`config.mk`:
```
export PLATFORM = sky130hd
export DESIGN_NAME = gate_drive_ctrl
export DESIGN_NICKNAME = d
export VERILOG_FILES = /design/src/rtl/gdc_pkg.sv /design/src/rtl/gdc_rst_sync.sv /design/src/rtl/gdc_uvlo.sv /design/src/rtl/gdc_float_det.sv /design/src/rtl/gdc_overlap.sv /design/src/rtl/gate_drive_ctrl.sv
export SDC_FILE = /design/constraint.sdc
export NUM_CORES = 1
export LEC_CHECK = 0
export BUFFER_PORTS_ARGS = -buffer_cell sky130_fd_sc_hd__buf_4
export CORE_MARGIN = 10
export CORE_UTILIZATION = 51
export DETAILED_ROUTE_END_ITERATION = 6
export GPL_ROUTABILITY_DRIVEN = 0
export GPL_TIMING_DRIVEN = 1
export PLACE_DENSITY = 0.74
export SYNTH_ARGS = -nofsm -noshare
export SYNTH_HDL_FRONTEND = slang
export SYNTH_SLANG_ARGS = --single-unit
```
`constraint.sdc`:
```
create_clock -name clk -period 1.3 [get_ports clk]
set_clock_uncertainty 0.2 [all_clocks]
set_input_delay 0.13 -clock clk [delete_from_list [all_inputs] [get_ports clk]]
set_output_delay 0.13 -clock clk [all_outputs]
set_load 0.1 [all_outputs]
```
`src/rtl/gdc_pkg.sv`:
```
`timescale 1ns/1ps
package gdc_pkg;

  // three-level digitized input codes
  typedef enum logic [1:0] {
    LVL_LOW  = 2'b00,
    LVL_MID  = 2'b01,
    LVL_HIGH = 2'b10,
    LVL_RSV  = 2'b11
  } lvl_e;

  // reported operating mode, lower code wins
  typedef enum logic [1:0] {
    MODE_LOCK = 2'b00,
    MODE_OFF  = 2'b01,
    MODE_FLT  = 2'b10,
    MODE_RUN  = 2'b11
  } mode_e;

  // gate requested by the mode logic
  typedef enum logic [1:0] {
    REQ_NONE = 2'b00,
    REQ_HS   = 2'b01,
    REQ_LS   = 2'b10
  } gate_req_e;

endpackage

```
`src/rtl/gdc_rst_sync.sv`:
```
`timescale 1ns/1ps
module gdc_rst_sync (
  input  logic clk,
  input  logic rst_n,
  output logic rst_sync_n
);

  logic stage_q;
  logic out_q;

  always_ff @(posedge clk or negedge rst_n) begin
    if (!rst_n) begin
      stage_q <= 1'b0;
      out_q   <= 1'b0;
    end else begin
      stage_q <= 1'b1;
      out_q   <= stage_q;
    end
  end

  assign rst_sync_n = out_q;

endmodule

```
`src/rtl/gdc_uvlo.sv`:
```
`timescale 1ns/1ps
module gdc_uvlo (
  input  logic clk,
  input  logic rst_n,
  input  logic above_start,
  input  logic below_stop,
  output logic locked
);

  logic lock_q;
  logic lock_d;

  // hysteresis: leave on the start flag, return on the stop flag
  always_comb begin
    lock_d = lock_q;
    if (lock_q) begin
      if (above_start && !below_stop) lock_d = 1'b0;
    end else if (below_stop) begin
      lock_d = 1'b1;
    end
  end

  always_ff @(posedge clk or negedge rst_n) begin
    if (!rst_n) lock_q <= 1'b1;
    else        lock_q <= lock_d;
  end

  assign locked = lock_q;

endmodule

```
`src/rtl/gdc_float_det.sv`:
```
`timescale 1ns/1ps
module gdc_float_det
  import gdc_pkg::*;
#(
  parameter int HOLDOFF_CYCLES = 24
) (
  input  logic       clk,
  input  logic       rst_n,
  input  logic       hold_clr,
  input  logic [1:0] pwm_lvl,
  output logic       flt_latched,
  output logic       dir_high
);

  localparam int CW = $clog2(HOLDOFF_CYCLES + 1);
  localparam logic [CW-1:0] LAST = CW'(HOLDOFF_CYCLES - 1);

  logic [CW-1:0] cnt_q, cnt_d;
  logic          flt_q, flt_d;
  logic          dir_q, dir_d;
  logic          cnt_en;

  always_comb begin
    cnt_d  = cnt_q;
    flt_d  = flt_q;
    dir_d  = dir_q;
    cnt_en = 1'b0;
    case (pwm_lvl)
      LVL_HIGH: begin
        dir_d  = 1'b1;
        flt_d  = 1'b0;
        cnt_d  = '0;
        cnt_en = 1'b1;
      end
      LVL_LOW: begin
        dir_d  = 1'b0;
        cnt_d  = '0;
        cnt_en = 1'b1;
      end
      default: begin
        if (cnt_q == LAST) begin
          flt_d = 1'b1;
        end else begin
          cnt_d  = cnt_q + CW'(1);
          cnt_en = 1'b1;
        end
      end
    endcase
    if (hold_clr) begin
      cnt_d  = '0;
      flt_d  = 1'b0;
      cnt_en = 1'b1;
    end
  end

  always_ff @(posedge clk or negedge rst_n) begin
    if (!rst_n) begin
      cnt_q <= '0;
      flt_q <= 1'b0;
      dir_q <= 1'b0;
    end else begin
      if (cnt_en) cnt_q <= cnt_d;
      flt_q <= flt_d;
      dir_q <= dir_d;
    end
  end

  assign flt_latched = flt_q;
  assign dir_high    = dir_q;

endmodule

```
`src/rtl/gdc_overlap.sv`:
```
`timescale 1ns/1ps
module gdc_overlap
  import gdc_pkg::*;
#(
  parameter int DEAD_CYCLES = 3
) (
  input  logic      clk,
  input  logic      rst_n,
  input  gate_req_e req,
  output logic      hs_on,
  output logic      ls_on
);

  localparam int GW = $clog2(DEAD_CYCLES + 1);
  localparam logic [GW-1:0] GAP_MAX = GW'(DEAD_CYCLES);

  logic          hs_q, hs_d;
  logic          ls_q, ls_d;
  logic [GW-1:0] gap_q, gap_d;
  logic          gap_en;

  always_comb begin
    hs_d   = hs_q;
    ls_d   = ls_q;
    gap_d  = gap_q;
    gap_en = 1'b0;
    if ((hs_q && req != REQ_HS) || (ls_q && req != REQ_LS)) begin
      hs_d   = 1'b0;
      ls_d   = 1'b0;
      gap_d  = GW'(1);
      gap_en = 1'b1;
    end else if (!hs_q && !ls_q) begin
      if (req != REQ_NONE && gap_q >= GAP_MAX) begin
        hs_d = (req == REQ_HS);
        ls_d = (req == REQ_LS);
      end else if (gap_q != GAP_MAX) begin
        gap_d  = gap_q + GW'(1);
        gap_en = 1'b1;
      end
    end
  end

  always_ff @(posedge clk or negedge rst_n) begin
    if (!rst_n) begin
      hs_q  <= 1'b0;
      ls_q  <= 1'b0;
      gap_q <= '0;
    end else begin
      hs_q <= hs_d;
      ls_q <= ls_d;
      if (gap_en) gap_q <= gap_d;
    end
  end

  assign hs_on = hs_q;
  assign ls_on = ls_q;

endmodule

```
`src/rtl/gate_drive_ctrl.sv`:
```
`timescale 1ns/1ps
module gate_drive_ctrl
  import gdc_pkg::*;
#(
  parameter int HOLDOFF_CYCLES = 24,
  parameter int DEAD_CYCLES    = 3
) (
  input  logic       clk,
  input  logic       rst_n,
  input  logic [1:0] pwm_lvl,
  input  logic [1:0] en_lvl,
  input  logic       uv_start,
  input  logic       uv_stop,
  output logic       hs_gate,
  output logic       ls_gate,
  output logic       reg_en,
  output logic [1:0] mode
);

  logic      rst_i_n;
  logic      locked;
  logic      flt;
  logic      dir_high;
  logic      en_q;
  mode_e     mode_s;
  gate_req_e req_s;

  gdc_rst_sync u_rst (
    .clk        (clk),
    .rst_n      (rst_n),
    .rst_sync_n (rst_i_n)
  );

  gdc_uvlo u_uvlo (
    .clk         (clk),
    .rst_n       (rst_i_n),
    .above_start (uv_start),
    .below_stop  (uv_stop),
    .locked      (locked)
  );

  gdc_float_det #(.HOLDOFF_CYCLES(HOLDOFF_CYCLES)) u_flt (
    .clk         (clk),
    .rst_n       (rst_i_n),
    .hold_clr    (locked),
    .pwm_lvl     (pwm_lvl),
    .flt_latched (flt),
    .dir_high    (dir_high)
  );

  always_ff @(posedge clk or negedge rst_i_n) begin
    if (!rst_i_n) en_q <= 1'b0;
    else          en_q <= (en_lvl == LVL_HIGH);
  end

  always_comb begin
    if (locked)     mode_s = MODE_LOCK;
    else if (!en_q) mode_s = MODE_OFF;
    else if (flt)   mode_s = MODE_FLT;
    else            mode_s = MODE_RUN;
  end

  always_comb begin
    if (mode_s != MODE_RUN) req_s = REQ_NONE;
    else if (dir_high)      req_s = REQ_HS;
    else                    req_s = REQ_LS;
  end

  gdc_overlap #(.DEAD_CYCLES(DEAD_CYCLES)) u_ovl (
    .clk   (clk),
    .rst_n (rst_i_n),
    .req   (req_s),
    .hs_on (hs_gate),
    .ls_on (ls_gate)
  );

  assign reg_en = !locked;
  assign mode   = mode_s;

endmodule

```
==> results.cfg, run 1 <==
[setup_path]
path_buf_inv = 0
max_stage_delay_ns = 0.42
path_delay_family = simple AND/OR/NAND/NOR gates
worstPathMaxFanout = 3
endpoint_kind = flip-flop
worstPathArrival_ns = 1.65
cp-start-kind = flip-flop
cp_data_required_time_ns = 1.28
timing_worst_setup_path_type = reg -> reg
cp_cell_sequence = or3b_4 > or3_4 > a21o_1
slowest_stage = or3b_4

[drt]
drc = 0
drtIter0Drc = 16
routedWlPerCell_um = 25.03
vias_per_cell = 6.278
wirelength_um = 2878
dr.pass1.iters = 4
vias = 722
final_antenna_net_count = 0

[sta]
finalSetupTns_ns = -3.227
period_share_pct = 128.5
hold_viol_final = 0
setup_viol = 15
clock.fmax_mhz = 598.7
min_period_ns = 1.670
finalWorstSetupSlack_ns = -0.3702
tightest_slew_ns = 0.5624
slew_viol_final = 0
slew_headroom_pct = 62.51
rsz0062_at_grt = true

[flow_run]
max_cap_viol_count = 0

[global_route]
grt_usage_pct = 15.82
overflow = 0
grt_pass1_wl_um = 3919
grt_max_degree = 14
grt_pass1_vias = 734
antenna_found_initial = 0

[clock_network]
cts_sinks = 15
clockRootBuffer = clkbuf_4
cts_max_level = 1
clock_path_buffers = 2
numCtsBuffers = 3
clk_latency_ns = 0.29
cts_tree = done
clkSlewWorstSetupHoldPaths_ns = 0.10

[logic_synthesis]
ys_ff_latch = 15
syn-cell-area_um2 = 671.9
yosysSeqAreaShare_pct = 56.05
synthDominantCellAreaShare_pct = 52.14
synth_top_area_cell = dfrtp_1
ys_warn_count = 0
syn_area_per_cell_um2 = 11.58
synthCells = 58
yosys.cell_types.count = 28
synth_fp_nets = 69
synthTopCellsByArea = dfrtp_1 52%, ha_1 5.6%, dfstp_2 3.9%

[die]
dieHeight_um = 56.30
initial_utilization_pct = 52.96
dieArea_mm2 = 0.003169
fp-row-count = 13
ios = 13
fp.dieW_um = 56.30
core_mm2 = 0.001269

[placed_design]
hpwl_um = 1088
io_buffers = 12
pre_cts_ws_ns = -0.2572

[outcome]
violations = setup timing
status = finished, violations left

[final_layout]
final_nets = 112
insertedDiodeCount = 0
layout-drive-gt1-share_pct = 56.00
area_growth_pct = 80.45

[power]
p_per_area_mw_per_mm2 = 1217
power_mw = 1.476
p_leak_nw = 0.5600
vdd_drop_max_mv = 0.9712

[hold_path]
worstHoldPathType = reg -> async
==> report_power, final <==
part | internal (mW) | total [mW] | switching, mW | leakage, nW
Combinational | 0.296 | 0.614 | 0.318 | 0.354
Sequential | 0.520 | 0.585 | 0.0645 | 0.189
Clock | 0.114 | 0.277 | 0.163 | 0.0177
Total | 0.930 | 1.48 | 0.545 | 0.560
==> cells in the final DEF (no fill, tap or decap), types with 2 or more instances in the layout <==
cell type / Yosys / layout
nor4_4: 0 / 2
buf_12: 0 / 5
clkbuf_4: 0 / 3
dlygate4sd3_1: 0 / 8
o21bai_1: 2 / 2
a21oi_1: 4 / 3
buf_6: 0 / 5
dfrtp_4: 0 / 2
xor2_1: 3 / 3
nor2_2: 0 / 2
nand2_1: 2 / 2
ha_2: 0 / 3
nand3_1: 2 / 2
buf_4: 0 / 20
nand2b_1: 3 / 2
dfrtp_1: 14 / 12
nor2_1: 4 / 2
==> sequential cells by signal, summed over array words and instances (netlist names) <==
signal	flops
u_flt.cnt_q	5
u_ovl.gap_q	2
en_q	1
u_flt.dir_high	1
u_flt.flt_latched	1
u_ovl.hs_on	1
u_ovl.ls_on	1
u_rst.rst_sync_n	1
u_rst.stage_q	1
u_uvlo.locked	1
==> final timing paths <==
path	from	cells after the start	to	slack, ns
max	u_uvlo.locked	3	u_ovl.gap_q[0]	-0.37
min	u_rst.rst_sync_n	0	u_ovl.ls_on	0.03
min in group clk	u_rst.stage_q	0	u_rst.rst_sync_n	0.17
max in group asynchronous	rst_n	3	u_rst.stage_q	0.28
max reg2reg	u_uvlo.locked	3	u_ovl.gap_q[0]	-0.37
min reg2reg	u_rst.rst_sync_n	0	u_ovl.ls_on	0.03
==> layer usage <==
layer | wire length, µm | global-route usage, %
met5 | 0 | 0
met4 | 185 | 6.873
met3 | 250 | 4.719
met2 | 1389 | 27.42
met1 | 1052 | 17.25
==> cell families (layout without fill, tap and decap cells) <==
logic type      count (synthesis)  in the layout  share of synthesized area, %
fa+ha+maj                       3              3                         5.587
simple gates                   22             22                         19.56
xor+xnor                        4              4                         5.215
buf+inv                         1             43                        0.5581
other cells                     1              1                        0.5581
compound gates                 10             10                         9.311
mux                             2              2                         3.166
flops                          15             15                         56.05
==> timing repair <==
item | CTS | global route
pin swaps | 2 | 0
gates resized for setup | 27 | 9
cloned | 0 | 0
setup endpoints to repair | 15 | 15
buffers inserted | 4 | 3
endpoints found under the hold margin | 8 | 0
hold buffers | 8 | 0
==> per-stage QoR <==
step	util, %	instance area, µm²	std cells	hold slack, ns
floorplan	-	713.2	58	-0.3656
global placement	71.89	912.1	97	-0.2873
detailed placement	71.89	912.1	97	-0.2869
CTS	91.22	1157	113	0.03948
global route	95.56	1212	115	0.06357
finish	95.56	1212	115	0.03430
==> area by class of cell <==
class	instances	area, µm²
Multi-Input combinational cell	42	389.1
Timing Repair Buffer	38	386.6
Sequential cell	15	384.1
Fill cell	30	56.30
Clock buffer	3	22.52
Tap cell	15	18.77
Inverter	1	6.256
Clock inverter	1	5.005
==> cells in the mapped netlist <==
cell type and n:
dfrtp_1 14, o22a_1 1, a21oi_1 4, mux2i_1 1
ha_1 3, a31oi_1 1, nor2_1 4, nand2b_1 3
a21o_1 1, dfstp_2 1, nor4_1 2, nand3_1 2
or2b_1 1, nor3_1 2, o21bai_1 2, nand2_1 2
or3b_4 1, xor2_1 3, o21ai_0 1, conb_1 1
xnor2_1 1, inv_1 1, nand4b_1 1, nor2b_1 1
and4b_1 1, mux2_2 1, and2b_1 1, or3_1 1
(Power assumes the default switching activity.)
==> inputs of run 2 (changes only) <==
- PLACE_DENSITY: 0.74 -> 0.73
- SYNTH_HIERARCHICAL: not set -> 1
==> run 2 against run 1 <==
The flow now stops in 5_1_grt. Synthesized area up 6.0%. Synthesized cell count grew 3.4%.
==> results.cfg, run 2 <==
[outcome]
status = aborted with a tool error
failed_stage = 5_1_grt
error = [ERROR DPL-0033] detailed placement checks failed during check placement.

[placed_design]
dp_cells = 98
io_buffers = 12
pre_cts_ws_ns = -0.3279
hpwl_um = 1120
dpl-instance-area_um2 = 924.6

[clock_network]
cts_max_level = 1
clock_path_buffers = 2
numCtsBuffers = 3
cts_sinks = 15
clockRootBuffer = clkbuf_4

[logic_synthesis]
synthDominantCellAreaShare_pct = 49.21
yosys-top-cells-count = 14 x dfrtp_1, 8 x nor2_1, 4 x xor2_1
synthFlopType = dfrtp_1
synth_top_area_cell = dfrtp_1
syn_area_per_cell_um2 = 11.87
async_flop_share_pct = 100.0
synthCells = 60
synth.most_common_cell = dfrtp_1
synth-edff-count = 0
yosys.cell_types.count = 26
ys_ff_latch = 15
ys_warn_count = 6
yosysSeqAreaShare_pct = 52.90
syn-cell-area_um2 = 711.9
synth_fp_nets = 71
synthTopCellsByArea = dfrtp_1 49%, ha_1 5.3%, xor2_1 4.9%

[die]
initial_utilization_pct = 54.71
fp-row-count = 13
fp.dieW_um = 57.36
ios = 13
dieHeight_um = 57.36

[global_route]
grt_max_degree = 14
antenna_found_initial = 0

[sta]
worst_endpoint = u_ovl/gap_q[1]$_DFFE_PN0P_/D
worst_path_end_type = register data pin
==> run 2: per-stage QoR <==
stage / setup TNS (ns) / hold WS [ns]
detailed placement: -1.658 / -0.2853
floorplan: -1.456 / -0.3656
global placement: -1.438 / -0.2876
CTS: -2.328 / 0.03630
==> run 2: what timing repair did <==
item,CTS
buffers inserted,6
gates resized for setup,24
hold buffers,8
pin swaps,7
gates cloned,0
endpoints found under the setup margin,14
hold endpoints to repair,6
==> run 2: kinds of logic after synthesis <==
kind of cell	synth area share, %
other	0.5267
adder cells (fa/ha/maj)	5.273
AND/OR/NAND/NOR	23.20
XOR/XNOR	4.920
flip-flops	52.90
multiplexers	4.394
AO/OA/AOI/OAI	6.149
buffers and inverters	2.636
==> inputs of run 3 (changes only) <==
- CORE_AREA: not set -> 10 10 71 73
- CORE_MARGIN: 10 -> not set
- CORE_UTILIZATION: 51 -> not set
- DIE_AREA: not set -> 0 0 81 83
- PLACE_DENSITY: 0.73 -> not set
- PLACE_DENSITY_LB_ADDON: not set -> 0.15
==> run 3 against run 2 <==
Synthesized area unchanged. Synthesized cell count unchanged. The flow now finishes, with violations (setup timing).
==> results.cfg, run 3 <==
[final_layout]
fill_cells = 371
max_flop_register = u_flt/cnt_q
largest_reg_flops = 5
design_area_mm2 = 0.001305
seq_area_um2 = 380.4
insertedDiodeCount = 0
layout_commonest_cell = buf_4
area_growth_pct = 83.30
final_util_pct = 35.92
multiInputGateArea_um2 = 377.9
reg_top3 = u_flt/cnt_q x5, u_ovl/gap_q x2
final_nets = 117
layout-drive-gt1-share_pct = 55.24
mostFrequentLayoutCells = 20 x buf_4, 11 x dfrtp_1, 9 x dlygate4sd3_1

[sta]
period_share_pct = 125.8
setup_viol = 14
min_period_ns = 1.635
finalWorstSetupSlack_ns = -0.3349
finalSetupTns_ns = -2.094
slew_viol_final = 0
clock.fmax_mhz = 611.6
rsz0062_at_grt = true
hold_viol_final = 0

[drt]
drtIter0Drc = 18
routedWlPerCell_um = 10.73
drc = 0
dr.pass1.iters = 4
wirelength_um = 1642
final_antenna_net_count = 0
vias = 598
vias_per_cell = 3.908

[logic_synthesis]
synth_top_area_cell = dfrtp_1
yosys-top-cells-count = 14 x dfrtp_1, 8 x nor2_1, 4 x xor2_1
ys_ff_latch = 15
synth-edff-count = 0
synth_fp_nets = 71
yosys.cell_types.count = 26
synth.most_common_cell = dfrtp_1
yosysSeqAreaShare_pct = 52.90
syn_area_per_cell_um2 = 11.87
synthCells = 60
synthTopCellsByArea = dfrtp_1 49%, ha_1 5.3%, xor2_1 4.9%
synthFlopType = dfrtp_1
syn-cell-area_um2 = 711.9
async_flop_share_pct = 100.0
synthDominantCellAreaShare_pct = 49.21
ys_warn_count = 6

[placed_design]
dpl-instance-area_um2 = 996.0
hpwl_um = 1166
pre_cts_ws_ns = -0.3215
io_buffers = 12

[die]
ios = 13
fp-row-count = 22
dieHeight_um = 83
initial_utilization_pct = 19.59
core_mm2 = 0.003633
dieArea_mm2 = 0.006723
fp.dieW_um = 81

[global_route]
grt_pass1_vias = 669
overflow = 0
grt_pass1_wl_um = 3015
grt_usage_pct = 5.494
grt_max_degree = 14
antenna_found_initial = 0

[setup_path]
worstPathArrival_ns = 1.58
cp_data_required_time_ns = 1.24
r2r_setup_slack_ns = -0.33
worstPathMaxFanout = 3
cp-start-kind = flip-flop
timing_worst_setup_path_type = reg -> reg
endpoint_kind = flip-flop

[clock_network]
clock_path_buffers = 2
cts_tree = done
cts_sinks = 15
cts_max_level = 1
clkSlewWorstSetupHoldPaths_ns = 0.07
numCtsBuffers = 3
clockRootBuffer = clkbuf_8
clk_latency_ns = 0.25

[power]
p_per_area_mw_per_mm2 = 1094
p_leak_nw = 0.5913
vdd_drop_max_mv = 0.5845

[hold_path]
worstHoldPathType = reg -> reg

[flow_run]
max_cap_viol_count = 0

[outcome]
status = finished, violations left
violations = setup timing
==> run 3: cell families (layout without fill, tap and decap cells) <==
logic type / after synthesis / after routing / share of synthesized area (%)
AOI/OAI and AO/OA: 7 / 7 / 6.149
xor gates and xnor gates: 4 / 4 / 4.920
adders and majority gates: 3 / 3 / 5.273
buffers and inverters: 3 / 48 / 2.636
DFF: 15 / 15 / 52.90
muxes: 3 / 3 / 4.394
other: 1 / 1 / 0.5267
and+or+nand+nor: 24 / 24 / 23.20
==> run 3: worst max-delay path, stage by stage, from the launching register on <==
cell	delay (ns)
dfstp_2	0.55
and4bb_2	0.23
or3b_4	0.38
a21o_1	0.16
==> run 3: routing by layer <==
layer	GRT usage (%)	share of wire, %	up-vias
met3	2.263	6.2	5
met2	8.357	49	14
li1	-	-	291
met5	0	0	-
met1	6.363	42	288
met4	2.817	2.4	0
==> run 3: cell type report <==
class | instances | area share, %
Sequential cell | 15 | 29.15
Clock inverter | 1 | 0.3835
Multi-Input combinational cell | 42 | 28.95
Inverter | 2 | 0.7670
Tap cell | 48 | 4.602
Timing Repair Buffer | 42 | 32.98
Clock buffer | 3 | 3.164
==> run 3: repair_timing <==
action                     CTS  global route
setup buffers                3             3
pin swaps                    6             5
cloned                       0             0
hold buffers                 9             0
setup endpoints to repair   15            15
gates resized for setup     28             7
hold endpoints to repair    18             0
==> run 3: final timing paths <==
| check | start | to | depth (start not counted) |
|---|---|---|---|
| max | u_uvlo/locked | u_ovl/gap_q[0] | 3 |
| min | u_rst/stage_q | u_rst/rst_sync_n | 0 |
| max reg2reg | u_uvlo/locked | u_ovl/gap_q[0] | 3 |
| min reg2reg | u_rst/stage_q | u_rst/rst_sync_n | 0 |
| max in group asynchronous | u_rst/rst_sync_n | u_uvlo/locked | 2 |
| min in group asynchronous | u_rst/rst_sync_n | u_flt/cnt_q[0] | 2 |
==> run 3: metrics by stage <==
stage | hold slack (ns) | cells | total power [mW]
finish | 0.1610 | 153 | 1.428
global route | 0.1701 | 153 | 1.516
CTS | 0.1644 | 151 | 1.429
detailed placement | -0.2851 | 135 | 0.9712
global placement | -0.2865 | 135 | 0.9701
floorplan | -0.3656 | 60 | 0.8586
==> run 3: report_power, final <==
part	internal, mW	switching, mW	total (mW)
Clock	0.212	0.178	0.391
Sequential	0.520	0.0389	0.559
Combinational	0.251	0.227	0.478
Total	0.984	0.444	1.43
==> inputs of run 4 (changes only) <==
- clock period: 1.3 -> 1.7 ns (I/O delays scaled with it)
==> run 4 against run 3 <==
The flow now finishes without violations. Global-route usage fell by 1.1 points. Routed wire length down 15%. Die area unchanged. Flip-flop and latch count did not move. Total power is 28% lower. Combinational power down 39%. Setup slack improved by 0.38 ns. Register-to-register slack improved by 0.38 ns. Critical endpoint is now mode[1]. Largest cell class is now registers.
==> results.cfg, run 4 (synthesized netlist as in run 3, its figures left out) <==
[outcome]
status = finished, final reports clean

[final_layout]
layout-drive-gt1-share_pct = 36.05
mostFrequentLayoutCells = 14 x buf_4, 12 x dfrtp_1, 8 x nor2_1
reg_top3 = u_flt/cnt_q x5, u_ovl/gap_q x2
insertedDiodeCount = 0
max_flop_register = u_flt/cnt_q
final_nets = 98
largest_reg_flops = 5
area_growth_pct = 44.82
layout_commonest_cell = buf_4
final_util_pct = 28.37

[setup_path]
worstPathArrival_ns = 1.29
endpoint_kind = primary output
max_stage_delay_ns = 0.53
worstPathMaxFanout = 5
timing_worst_setup_path_type = reg -> out
cp_data_required_time_ns = 1.33
cp-start-kind = flip-flop
path_buf_inv = 2
path_delay_family = flip-flops
slowest_stage = dfstp_2
cp_cell_sequence = buf_6 > and2b_2 > buf_12

[flow_run]
max_cap_viol_count = 0

[clock_network]
cts_sinks = 15
cts_max_level = 1
clk_latency_ns = 0.25
numCtsBuffers = 3
clkSlewWorstSetupHoldPaths_ns = 0.07
cts_tree = done
clock_path_buffers = 2
clockRootBuffer = clkbuf_8

[die]
dieArea_mm2 = 0.006723
fp.dieW_um = 81
initial_utilization_pct = 19.59
fp-row-count = 22
core_mm2 = 0.003633
ios = 13
dieHeight_um = 83

[drt]
drtIter0Drc = 8
drc = 0
vias = 517
vias_per_cell = 3.858
routedWlPerCell_um = 10.37
dr.pass1.iters = 2
final_antenna_net_count = 0
wirelength_um = 1390

[sta]
rsz0062_at_grt = false
slew_headroom_pct = 64.02
slew_viol_final = 0
min_period_ns = 1.659
clock.fmax_mhz = 602.9
setup_viol = 0
finalSetupTns_ns = 0
period_share_pct = 97.56
hold_viol_final = 0
tightest_slew_ns = 0.5396

[global_route]
grt_max_degree = 14
grt_use_met3_pct = 2.155
overflow = 0
grt_usage_pct = 4.404
grt_pass1_wl_um = 2346
use_met1_pct = 4.991
antenna_found_initial = 0
grt_use_met2_pct = 5.908
grt_pass1_vias = 537
grt_busiest_layer = met2

[hold_path]
worstHoldPathType = reg -> async

[power]
p_per_area_mw_per_mm2 = 992.2
vdd_drop_max_mv = 0.4098
p_leak_nw = 0.4769

[placed_design]
io_buffers = 12
hpwl_um = 1028
## run 4: cell count changes in the layout (fill, tap and decap cells not counted), sizes merged
cell         before  now
dlygate4sd3       9    7
buf              33   16
## run 4: routing by layer
metal	vias to the layer above	share of wire [%]
met5	-	0
met1	246	48
met2	13	43
met3	4	7.2
li1	254	-
met4	0	2.3
## run 4: per-stage QoR
step	hold slack, ns	instances	instance area (µm²)	worst slack (ns)	power, mW
after floorplan	-0.3256	60	720.7	0.007599	0.6557
after global placement	-0.2474	121	874.6	0.08221	0.7190
after detailed placement	-0.2458	121	874.6	0.05775	0.7163
after CTS	0.02506	132	994.7	0.001767	1.031
after global routing	0.02275	134	1031	0.001802	1.091
final	0.02241	134	1031	0.04147	1.023
## run 4: report_power, final
part           switching (mW)  internal (mW)  total [mW]
combinational           0.146          0.147       0.293
sequential             0.0380          0.398       0.436
clock                   0.132          0.162       0.294
total                   0.316          0.707        1.02
## run 4: final cells by class
cell class,count,area [µm²]
fill,395,2603
clock buffer,3,41.29
tap,48,60.06
timing repair buffer,23,206.4
multi-input combinational,42,331.6
sequential,15,379.1
clock inverter,1,5.005
inverter,2,7.507
## run 4: timing repair
item	CTS	global route
hold endpoints to repair	6	0
resized for setup	1	4
setup endpoints to repair	1	2
hold buffers	7	0
setup buffers	0	2
## run 4: path summary, 6_finish.rpt
| kind | cells past startpoint | slack, ns | start | end |
|---|---|---|---|---|
| setup reg to reg | 3 | 0.05 | u_uvlo/locked | u_ovl/gap_q[0] |
| setup / recovery | 3 | 0.04 | u_uvlo/locked | mode[1] |
| max in group asynchronous | 0 | 0.88 | u_rst/rst_sync_n | u_ovl/hs_on |
| hold / removal | 0 | 0.02 | u_rst/rst_sync_n | u_flt/cnt_q[0] |
| min in group clk | 0 | 0.15 | u_rst/stage_q | u_rst/rst_sync_n |
| hold reg to reg | 0 | 0.02 | u_rst/rst_sync_n | u_flt/cnt_q[0] |
